### src/rtl/mark9_node_rx.sv
`timescale 1ns/1ps
module mark9_node_rx #(
  parameter int          DIV       = 4,
  parameter logic [7:0]  NODE_ADDR = 8'h5A,
  parameter int          BURST_LEN = 4
) (
  input  logic       clk,
  input  logic       rst_n,
  input  logic       rx_line,
  output logic       out_valid,
  output logic [7:0] out_data,
  output logic       out_is_addr,
  output logic       out_addr_hit,
  output logic       out_frame_err,
  output logic       out_selected
);
  localparam int DW   = (DIV > 1) ? $clog2(DIV) : 1;
  localparam int CW   = (BURST_LEN > 1) ? $clog2(BURST_LEN) : 1;
  localparam int LAST = (BURST_LEN > 0) ? BURST_LEN - 1 : 0;

  typedef enum logic [1:0] {IDLE, START, BITS, STOP} st_t;
  st_t st;

  logic [1:0]    sy;
  logic [DW-1:0] dcnt;
  logic [3:0]    sub;
  logic [3:0]    bidx;
  logic [8:0]    shreg;
  logic [1:0]    smp;
  logic [CW-1:0] cnt;

  wire rxs   = sy[1];
  wire tick  = (dcnt == DW'(DIV - 1));
  wire vote  = (smp[1] & smp[0]) | (smp[1] & rxs) | (smp[0] & rxs);
  wire limit = (BURST_LEN != 0) && (cnt == CW'(LAST));

  always_ff @(posedge clk or negedge rst_n)
    if (!rst_n) sy <= 2'b11;
    else        sy <= {sy[0], rx_line};

  always_ff @(posedge clk or negedge rst_n)
    if (!rst_n)    dcnt <= '0;
    else if (tick) dcnt <= '0;
    else           dcnt <= dcnt + DW'(1);

  always_ff @(posedge clk or negedge rst_n) begin
    if (!rst_n) begin
      st <= IDLE; sub <= '0; bidx <= '0; shreg <= '0; smp <= '0; cnt <= '0;
      out_valid <= 1'b0; out_data <= '0; out_is_addr <= 1'b0;
      out_addr_hit <= 1'b0; out_frame_err <= 1'b0; out_selected <= 1'b0;
    end else begin
      out_valid     <= 1'b0;
      out_is_addr   <= 1'b0;
      out_addr_hit  <= 1'b0;
      out_frame_err <= 1'b0;
      if (tick) begin
        if (st == IDLE) begin
          if (!rxs) begin
            st  <= START;
            sub <= 4'd1;
          end
        end else begin
          sub <= sub + 4'd1;
          if (sub == 4'd7 || sub == 4'd8) smp <= {smp[0], rxs};
          if (sub == 4'd9) begin
            case (st)
              START: if (vote) st <= IDLE;
              BITS:  shreg <= {vote, shreg[8:1]};
              STOP: begin
                st <= IDLE;
                if (!vote) begin
                  out_frame_err <= 1'b1;
                  out_selected  <= 1'b0;
                end else if (shreg[8]) begin
                  out_valid    <= 1'b1;
                  out_is_addr  <= 1'b1;
                  out_data     <= shreg[7:0];
                  out_addr_hit <= (shreg[7:0] == NODE_ADDR);
                  out_selected <= (shreg[7:0] == NODE_ADDR);
                  cnt          <= '0;
                end else if (out_selected) begin
                  out_valid <= 1'b1;
                  out_data  <= shreg[7:0];
                  cnt       <= cnt + CW'(1);
                  if (limit) out_selected <= 1'b0;
                end
              end
              default: ;
            endcase
          end
          if (sub == 4'd15) begin
            if (st == START) begin
              st   <= BITS;
              bidx <= '0;
            end else if (st == BITS) begin
              if (bidx == 4'd8) st <= STOP;
              else              bidx <= bidx + 4'd1;
            end
          end
        end
      end
    end
  end

  a_r3_hit_is_addr: assert property (@(posedge clk) disable iff (!rst_n)
    out_addr_hit |-> (out_valid && out_is_addr));
  a_r4_hit_selects: assert property (@(posedge clk) disable iff (!rst_n)
    (out_valid && out_addr_hit) |-> out_selected);
  a_r5_data_needs_sel: assert property (@(posedge clk) disable iff (!rst_n)
    (out_valid && !out_is_addr) |-> $past(out_selected));
  a_r9_err_no_strobe: assert property (@(posedge clk) disable iff (!rst_n)
    out_frame_err |-> (!out_valid && !out_selected));
  a_r6_strobe_one_cycle: assert property (@(posedge clk) disable iff (!rst_n)
    out_valid |=> !out_valid);
  a_r9_err_one_cycle: assert property (@(posedge clk) disable iff (!rst_n)
    out_frame_err |=> !out_frame_err);
endmodule

### config.mk
export PLATFORM = sky130hd
export DESIGN_NAME = mark9_node_rx
export DESIGN_NICKNAME = d
export VERILOG_FILES = /design/src/rtl/mark9_node_rx.sv
export SDC_FILE = /design/constraint.sdc
export NUM_CORES = 1
export LEC_CHECK = 0
export BUFFER_PORTS_ARGS = -buffer_cell sky130_fd_sc_hd__clkbuf_2
export CAP_MARGIN = 20
export CORE_MARGIN = 3
export CORE_UTILIZATION = 58
export DETAILED_ROUTE_END_ITERATION = 7
export PLACE_DENSITY = 0.74
export SLEW_MARGIN = 25
export SYNTH_ARGS = -nofsm -noshare
export SYNTH_HDL_FRONTEND = slang
export SYNTH_SLANG_ARGS = --single-unit
### constraint.sdc
create_clock -name clk -period 2.6 [get_ports clk]
set_clock_uncertainty 0.15 [all_clocks]
set_input_delay 0.78 -clock clk [delete_from_list [all_inputs] [get_ports clk]]
set_output_delay 0.78 -clock clk [all_outputs]
set_load 0.005 [all_outputs]
==> impl_metrics.ini <==
[critical_path]
crit_family = simple AND/OR/NAND/NOR gates
cp_max_fo = 11
required_ps = 2700
crit_chain = inv_1, ha_1, and2b_1, and4_4, o21ai_2, mux2_4
worstSetupEndpointType = flop
cp-start-kind = flop
cp.arrival_ps = 2350
crit_buf_inv = 1
cpMaxStageDelayCell = dfrtp_1
criticalPathCategory = flop to flop
cpPeakStageDelay_ps = 430

[placed_design]
portBuffers = 15
dpl_worst_slack_ps = 363
place_hpwl_um = 2330
place_congestion = 0.845

[clocking]
clock_sinks = 40
clkTransAtPathRegs_ps = 110
cts_tree = done
cts_made_buffers = 5
h-tree-depth = 2
cts_hold_buf = 0
clockBufferDepth = 2
clock-root-buffer = clkbuf_4
post_cts_resize_count = 0
cts_setup_buffers = 0
clock_latency_ps = 350

[yosys]
ys_seq_area_frac = 0.529
synthCells = 152
synth-seq-cells = 40
synth_nets = 166
synth_edf_count = 0
async_flop_share = 1.00
synth-warning-count = 0
avgSynthCellArea_um2 = 12.5
yosysUniqueCellTypes = 35
synthesis.area_um2 = 1900
synth_ff_type = dfrtp_1

[sta]
post-route-min-period_ps = 2250
setup_viol_count_final = 0
fin_setup_tns_ps = 0
rsz0062_at_grt = false
slew_viol_final = 0
finalCritPeriodShare = 0.867
worst_slack_ps = 345
hold_viol_final = 0
worst_pin_slew_ps = 750
slew_headroom = 0.500
clock.fmax_ghz = 0.444

[route]
drc_errors = 0
vias = 1239
drt_wl_total_um = 3280
final_antenna_net_count = 0
wire_per_inst_um = 15.2
drt_iter0_markers = 58
drt-vias-per-instance = 5.74
dr.pass1.iters = 5

[die]
fp.dieH_um = 63.2
start_util = 0.616
io_pins = 16
rows = 20
die_x_um = 63.2
dieArea_um2 = 3990
core_area_um2 = 3080

[finish]
nets = 185
drive_gt1_frac = 0.291
layout_commonest_cell = dfrtp_1
final_cell_mix = dfrtp_1 (38), clkbuf_2 (15), nand2_1 (13), mux2_2 (13), ha_1 (11)
area_growth_pct = 10.8
num_antenna_cells = 0
post-route-util = 0.683
fillers = 247

[grt]
grt_util_met2 = 0.250
gr-total-overflow = 0
grt_usage = 0.179
grt-busiest-layer = met2
grt_pass1_vias = 1218
grt_first_pass_wirelength_um = 5510
grt_start_max_net_pins = 22
antenna_found_initial = 0
met1_usage = 0.248
met3_usage = 0.0481

[status]
status = finished, final reports clean

[power_and_ir_drop]
total_power_uw = 1560
peakVddDrop_v = 0.000656
total_leakage_power_uw = 0.00109
pwr_density_cell_nw_per_um2 = 741

[hold_path]
min_path_type = flop to flop

[flow_run]
cap_violations = 0
through the flow:
step / hold slack [ps] / cells / instance area (µm²)
floorplan: 195 / 152 / 1900
global placement: 198 / 208 / 2000
detailed placement: 199 / 208 / 2000
CTS: 216 / 216 / 2100
global route: 226 / 216 / 2100
finish: 215 / 216 / 2100
report_power, final:
group | switching, µW | internal, µW
Clock | 197 | 300
Combinational | 170 | 127
Sequential | 77.5 | 684
Total | 444 | 1110
worst paths after layout:
check	from	end	slack (ps)	depth (start not counted)
setup / recovery	st[0]	out_data[4]	350	6
hold / removal	sy[0]	sy[1]	210	0
setup reg to reg	st[0]	out_data[4]	350	6
hold reg to reg	sy[0]	sy[1]	210	0
max in group asynchronous	rst_n	shreg[7]	1420	2
min in group asynchronous	rst_n	shreg[1]	230	1
state kept, by name, summed over array words and instances (netlist names), 2 cells and up:
signal and count:
shreg 9, out_data 8, bidx 4, sub 4, cnt 2, dcnt 2
smp 2, st 2, sy 2
logic make-up (layout without fill, tap and decap cells):
family | Yosys count | count (layout) | share of synthesized area
simple gates | 49 | 49 | 0.153
flops | 40 | 40 | 0.529
mux | 23 | 23 | 0.154
compound gates | 17 | 17 | 0.0541
fa+ha+maj | 12 | 12 | 0.0778
buf+inv | 11 | 31 | 0.0323
layout make-up:
class / instances / area [µm²] / share of cell area
clock buffers: 6 / 41.3 / 0.0197
clock inverters: 2 / 60.1 / 0.0286
inverters: 7 / 26.3 / 0.0125
multi-input cells: 101 / 832 / 0.396
flip-flops and latches: 40 / 1000 / 0.478
well taps: 44 / 55.1 / 0.0262
repair buffers: 16 / 82.6 / 0.0393
metal layers:
| metal | part of all wire | wire length, µm |
|---|---|---|
| met1 | 0.49 | 1600 |
| met2 | 0.44 | 1450 |
| met4 | 0.026 | 84 |
| met3 | 0.045 | 148 |
| met5 | 0 | 0 |
synth_stat cells, types with 2 or more instances:
master    instances  area (µm²)
a21oi_1           3        15.0
a221o_1           2        20.0
and2_1            3        18.8
buf_6             2        22.5
dfrtp_1          38         951
dfstp_2           2        52.6
ha_1             11         138
inv_1             7        26.3
mux2_2           13         146
mux2_4            9         135
nand2_1          13        48.8
nand3_1           7        35.0
nand3b_1          3        22.5
nand4_1           2        12.5
nor2_1            4        15.0
nor2b_1           4        25.0
nor3b_1           2        15.0
nor4bb_1          2        20.0
o21ai_0           9        45.0
No activity file was read; power rests on OpenSTA's default activity.
